**src/rtl/nand_bus_front.sv**
```systemverilog
module nand_bus_front #(
  parameter int DW         = 16,
  parameter int PAGE_WORDS = 16,
  parameter int ADDR_BYTES = 3,
  parameter int T_READ     = 20,
  parameter int T_PROG     = 40,
  parameter int T_ERASE    = 60,
  parameter int RD_LAT     = 2
) (
  input  logic                    clk,
  input  logic                    rst_n,
  input  logic                    ce_n,
  input  logic                    cle,
  input  logic                    ale,
  input  logic                    we_n,
  input  logic                    re_n,
  input  logic                    wp_n,
  input  logic                    lock_en,
  input  logic [DW-1:0]           io_in,
  output logic [DW-1:0]           io_out,
  output logic                    io_oe,
  output logic                    rb,
  output logic [7:0]              cmd_q,
  output logic [ADDR_BYTES*8-1:0] addr_q
);
  localparam int CW   = $clog2(PAGE_WORDS);
  localparam int AIW  = $clog2(ADDR_BYTES + 1);
  localparam int TMAX = (T_ERASE > T_PROG) ? ((T_ERASE > T_READ) ? T_ERASE : T_READ)
                                           : ((T_PROG > T_READ) ? T_PROG : T_READ);
  localparam int TW   = $clog2(TMAX + 1);
  localparam logic [7:0] OP_RD_SETUP = 8'h00, OP_RD_GO = 8'h30;
  localparam logic [7:0] OP_PG_SETUP = 8'h80, OP_PG_GO = 8'h10;
  localparam logic [7:0] OP_ER_SETUP = 8'h60, OP_ER_GO = 8'hD0;
  localparam logic [1:0] K_READ = 2'd0, K_PROG = 2'd1, K_ERASE = 2'd2;

  logic          ce_s, cle_s, ale_s, we_s, re_s, wp_s, lock_s, we_q, re_q;
  logic [DW-1:0] io_s;
  logic          locked;
  logic [TW-1:0] busy_cnt;
  logic [1:0]    op_r;
  logic [CW-1:0] col;
  logic [AIW-1:0] aidx;
  logic [DW-1:0] pbuf [PAGE_WORDS];
  logic [DW-1:0] rd_d [RD_LAT];
  logic [RD_LAT-1:0] rd_v;

  always_ff @(posedge clk or negedge rst_n) begin
    if (!rst_n) begin
      ce_s <= 1'b1; cle_s <= 1'b0; ale_s <= 1'b0; we_s <= 1'b1; re_s <= 1'b1;
      wp_s <= 1'b1; lock_s <= 1'b0; io_s <= '0; we_q <= 1'b1; re_q <= 1'b1;
    end else begin
      ce_s <= ce_n; cle_s <= cle; ale_s <= ale; we_s <= we_n; re_s <= re_n;
      wp_s <= wp_n; lock_s <= lock_en; io_s <= io_in; we_q <= we_s; re_q <= re_s;
    end
  end

  wire ready   = (busy_cnt == '0);
  wire we_rise = we_s & ~we_q & ~ce_s & ready;
  wire re_fall = ~re_s & re_q & ~ce_s & ready;
  wire cmd_ev  = we_rise & cle_s & ~ale_s;
  wire adr_ev  = we_rise & ale_s & ~cle_s;
  wire dat_ev  = we_rise & ~cle_s & ~ale_s & (cmd_q == OP_PG_SETUP);
  wire guard   = wp_s & ~locked;
  wire [7:0] lo = io_s[7:0];
  wire go_rd   = cmd_ev & (lo == OP_RD_GO) & (cmd_q == OP_RD_SETUP);
  wire go_pg   = cmd_ev & (lo == OP_PG_GO) & (cmd_q == OP_PG_SETUP) & guard;
  wire go_er   = cmd_ev & (lo == OP_ER_GO) & (cmd_q == OP_ER_SETUP) & guard;
  wire abort   = ~ready & (op_r != K_READ) & ~wp_s;
  wire fill    = ~abort & (busy_cnt == TW'(1)) & (op_r == K_ERASE);

  assign rb    = ready;
  assign io_oe = ~ce_s & ~re_s;

  always_ff @(posedge clk or negedge rst_n) begin
    if (!rst_n)                 locked <= 1'b0;
    else if (lock_s && !wp_s)   locked <= 1'b1;
    else if (!lock_s)           locked <= 1'b0;
  end

  always_ff @(posedge clk or negedge rst_n) begin
    if (!rst_n) begin
      busy_cnt <= '0; op_r <= K_READ;
    end else if (abort) busy_cnt <= '0;
    else if (go_rd) begin busy_cnt <= TW'(T_READ);  op_r <= K_READ;  end
    else if (go_pg) begin busy_cnt <= TW'(T_PROG);  op_r <= K_PROG;  end
    else if (go_er) begin busy_cnt <= TW'(T_ERASE); op_r <= K_ERASE; end
    else if (!ready) busy_cnt <= busy_cnt - 1'b1;
  end

  always_ff @(posedge clk or negedge rst_n) begin
    if (!rst_n) begin
      cmd_q <= 8'hFF; addr_q <= '0; aidx <= '0; col <= '0;
    end else begin
      if (cmd_ev) begin
        cmd_q <= lo;
        aidx  <= '0;
      end
      if (adr_ev && aidx < AIW'(ADDR_BYTES)) begin
        addr_q[aidx*8 +: 8] <= lo;
        aidx <= aidx + 1'b1;
      end
      if (adr_ev && aidx == '0) col <= lo[CW-1:0];
      else if (dat_ev || re_fall) col <= col + 1'b1;
    end
  end

  always_ff @(posedge clk or negedge rst_n) begin
    if (!rst_n) begin
      for (int i = 0; i < PAGE_WORDS; i++) pbuf[i] <= '0;
    end else if (fill) begin
      for (int i = 0; i < PAGE_WORDS; i++) pbuf[i] <= '1;
    end else if (dat_ev) pbuf[col] <= io_s;
  end

  always_ff @(posedge clk or negedge rst_n) begin
    if (!rst_n) begin
      rd_v <= '0; io_out <= '0;
      for (int i = 0; i < RD_LAT; i++) rd_d[i] <= '0;
    end else begin
      rd_v[0] <= re_fall;
      rd_d[0] <= pbuf[col];
      for (int i = 1; i < RD_LAT; i++) begin
        rd_v[i] <= rd_v[i-1];
        rd_d[i] <= rd_d[i-1];
      end
      if (rd_v[RD_LAT-1]) io_out <= rd_d[RD_LAT-1];
    end
  end
endmodule

```
**config.mk**
```make
export PLATFORM = sky130hd
export DESIGN_NAME = nand_bus_front
export DESIGN_NICKNAME = d
export VERILOG_FILES = /design/src/rtl/nand_bus_front.sv
export SDC_FILE = /design/constraint.sdc
export NUM_CORES = 1
export LEC_CHECK = 0
export CAP_MARGIN = 20
export CORE_UTILIZATION = 55
export CTS_CLUSTER_DIAMETER = 150
export DETAILED_ROUTE_END_ITERATION = 8
export DONT_BUFFER_PORTS = 1
export GPL_TIMING_DRIVEN = 1
export PLACE_DENSITY = 0.73
export SYNTH_ARGS = -nofsm -noshare
export SYNTH_HDL_FRONTEND = slang
export SYNTH_SLANG_ARGS = --single-unit
```
**constraint.sdc**
```tcl
create_clock -name clk -period 2.7 [get_ports clk]
set_input_delay 0.675 -clock clk [delete_from_list [all_inputs] [get_ports clk]]
set_output_delay 0.675 -clock clk [all_outputs]
set_load 0.02 [all_outputs]
```
==> impl_results.md <==
* Status: finished, violations left
* Failing checks: hold timing
* WP data arrival at 1900 ps
* CP Launch Point: busy_cnt[4]
* Initial drt markers at 1474
* Final wirelength at 44.2 mm
* Clock latency on the worst-skew pair at 530 ps
* Final antenna-violating net count at 0
* Die X-Extent at 175 µm
* Endpoints failing setup at 0
* Post-CTS Resized at 0
* Reg clk slew, reported paths at 60 ps
* Share of layout cells above drive strength 1 at 19.0%
* Crit path capture type: output port
* Compound-Gate Fraction of Synth Area at 13.5%
* Mux cell area share after synthesis at 12.6%
* Largest net degree at the start of global routing at 379
* Total global routing overflow at 0
* Row cnt at 62
* Pins Over Slew Limit at 0
* Core Region at 29000 µm²
* Simple-gate share of the synthesized area at 12.0%
* HP Class: input port to async pin
* Dpl hpwl at 27.1 mm
* Post-placement setup slack at 224 ps
* Commonest non-fill, non-tap cells in the layout: nand2_1 (386), dfrtp_1 (362), o211ai_1 (260)
* Critical-path cell list: nor4_1, nand2_1, inv_1
* IO Port Bufs at 0
* Max-slew headroom at 43.2%
* Post-Route Skew at 15.9 ps
* Pre-Repair DR Iteration Count at 6
* Seq/Total Area, Yosys at 57.8%
* Worst Path Required at 2030 ps
* Post-synth net total at 1434
* Final setup margin at 122 ps
* Vias in the first global route at 12.2k
* Yosys warnings at 0
* Minimum clock period at 2580 ps
* Crit Path Class: register to output port
* Critical Path Max Stage Delay at 470 ps
* Clock Sinks at 378
* Min Hold Slack at -136 ps
* XOR/XNOR Fraction of Synth Area at 0.214%
* CTS H-tree lvls at 2
* Clk buf depth at 3
* GPL Wtd Cong at 0.841
* Synth-to-layout area growth at 12.5%
* DRC violations left at 0
* Die Area at 30500 µm²
* RSZ-0062 raised after global routing: false
* TritonCTS clock tree: yes
* Post-synthesis cell count at 1398
* R2R Path Start: cmd_q[2]
* Synth Area in Adders at 0.839%
* Synth Area per Inst at 11.7 µm²
* Main combinational cell family by area after synthesis: compound AO/OA/AOI/OAI gates
* Io pins at 75
* Pwr per Cell Area at 742 nW/µm²
* EDFF count, synth at 0
* CP startpoint kind: register
* Fin nets at 1438
* Final cycle utilization of the critical path at 95.5%
* Root Buffer: clkbuf_16
* Max FO, Critical Path at 8
* Initial core utilization at 56.5%
* Final Power at 13.7 mW
* Slowest stage cell, crit path: nor4_1
* Post-route setup TNS at 0 ps
* Fillers at 2165
* Commonest non-fill, non-tap cell in the layout: nand2_1
* Initial antenna violation count at 2
* Lkg Pwr at 7.91 nW
* CTS Buf Count at 40
* Vias/cell at 6.53
* First-pass GRT wire length at 69.6 mm
* Async SR Flop Fraction at 100%
* Final hold vios at 138
* GRT Util Overall at 29.8%
* Post-CTS setup buffer count at 0
* Worst-Margin Slew at 853 ps
* Synthesized area at 16400 µm²
* Via count at 11.9k
* Main synth FF type: dfrtp_1
* Netlist cell types at 45
* Die H at 175 µm
* Routed WL per cell at 24.3 µm
* Synthesized flop and latch total at 378
* Reported max-cap violation count at 0
* Maximum clock rate at 388 MHz
* Peak supply drop at 559 µV
[sequential cells by signal (all words and copies together) (netlist names), 2 cells and up]
name	cells
addr_q	24
aidx	2
busy_cnt	6
cmd_q	8
col	4
io_out	16
io_s	16
op_r	2
pbuf	256
rd_d	32
rd_v	2
[worst max-delay path, delay by kind of cell, from the launching register on]
family	cells	cell delay [ps]
and+or+nand+nor	2	630
DFF	1	410
buffers and inverters	1	320
[where the power goes]
part,total [mW],switching (mW),internal [mW]
Combinational,2.13,1.35,0.781
Clock,5.43,2.21,3.23
Sequential,6.14,0.311,5.83
[stage by stage]
| step | utilization, % | area (µm²) | cells | hold slack [ps] |
|---|---|---|---|---|
| finish | 63.6 | 18500 | 1815 | -136 |
| global route | 63.6 | 18500 | 1814 | -153 |
| global placement | 59.1 | 17200 | 1744 | 333 |
| CTS | 63.6 | 18500 | 1814 | -154 |
| detailed placement | 59.1 | 17200 | 1744 | 337 |
| floorplan | - | 16400 | 1398 | 331 |
[cells by family after synthesis]
group                      Yosys count
adders and majority gates           11
DFF                                378
xor gates and xnor gates             4
muxes                              104
buffers and inverters              126
AOI/OAI and AO/OA                  306
and+or+nand+nor                    469
[worst paths after layout]
check,end,slack (ps),cells past startpoint
worst max-delay path,rb,120,3
worst min-delay path,io_out[0],-140,0
worst max register to register,pbuf[144],190,6
worst min register to register,rd_d[10],350,0
max in group asynchronous,pbuf[221],2150,0
min in group clk,wp_s,140,0
[layer usage]
metal	wire, µm	global-route usage [%]	up-vias	part of all wire (%)
li1	-	-	5101	-
met1	17600	40.6	5997	40
met2	20400	45.8	624	46
met3	4230	7.11	139	9.6
met4	2010	13.2	0	4.5
met5	0	0	-	0
[Yosys cell counts (2+ instances only)]
library cell | number | area share [%]
nand2_1 | 386 | 8.8
dfrtp_1 | 364 | 56
o211ai_1 | 260 | 12
clkbuf_1 | 94 | 2.2
mux4_2 | 80 | 11
o21ai_0 | 30 | 0.92
mux2_2 | 24 | 1.6
nand4_1 | 20 | 0.76
buf_2 | 14 | 0.43
dfstp_2 | 14 | 2.2
nor2_1 | 12 | 0.27
ha_1 | 11 | 0.84
buf_1 | 9 | 0.21
inv_1 | 9 | 0.21
nand3_1 | 8 | 0.24
nor3b_1 | 6 | 0.27
or3_1 | 5 | 0.19
nand2_2 | 4 | 0.15
a21oi_1 | 3 | 0.092
and2_1 | 3 | 0.11
nor2b_1 | 3 | 0.11
nor3_1 | 3 | 0.092
nor4_1 | 3 | 0.11
or3b_2 | 3 | 0.16
or4_1 | 3 | 0.14
xor2_1 | 3 | 0.16
a211oi_1 | 2 | 0.092
a21boi_0 | 2 | 0.092
a22o_1 | 2 | 0.11
a22oi_1 | 2 | 0.092
nand2b_1 | 2 | 0.076
[cell type report]
| type | count | area, µm² | share of cell area, % |
|---|---|---|---|
| diodes | 1 | 2.50 | 0.0136 |
| clock buffers | 59 | 1180 | 6.41 |
| clock inverters | 11 | 119 | 0.644 |
| inverters | 9 | 33.8 | 0.183 |
| multi-input cells | 894 | 6440 | 34.9 |
| flip-flops and latches | 378 | 9480 | 51.4 |
| well taps | 384 | 480 | 2.60 |
| repair buffers | 79 | 718 | 3.89 |
No activity file was read; power rests on OpenSTA's default activity.
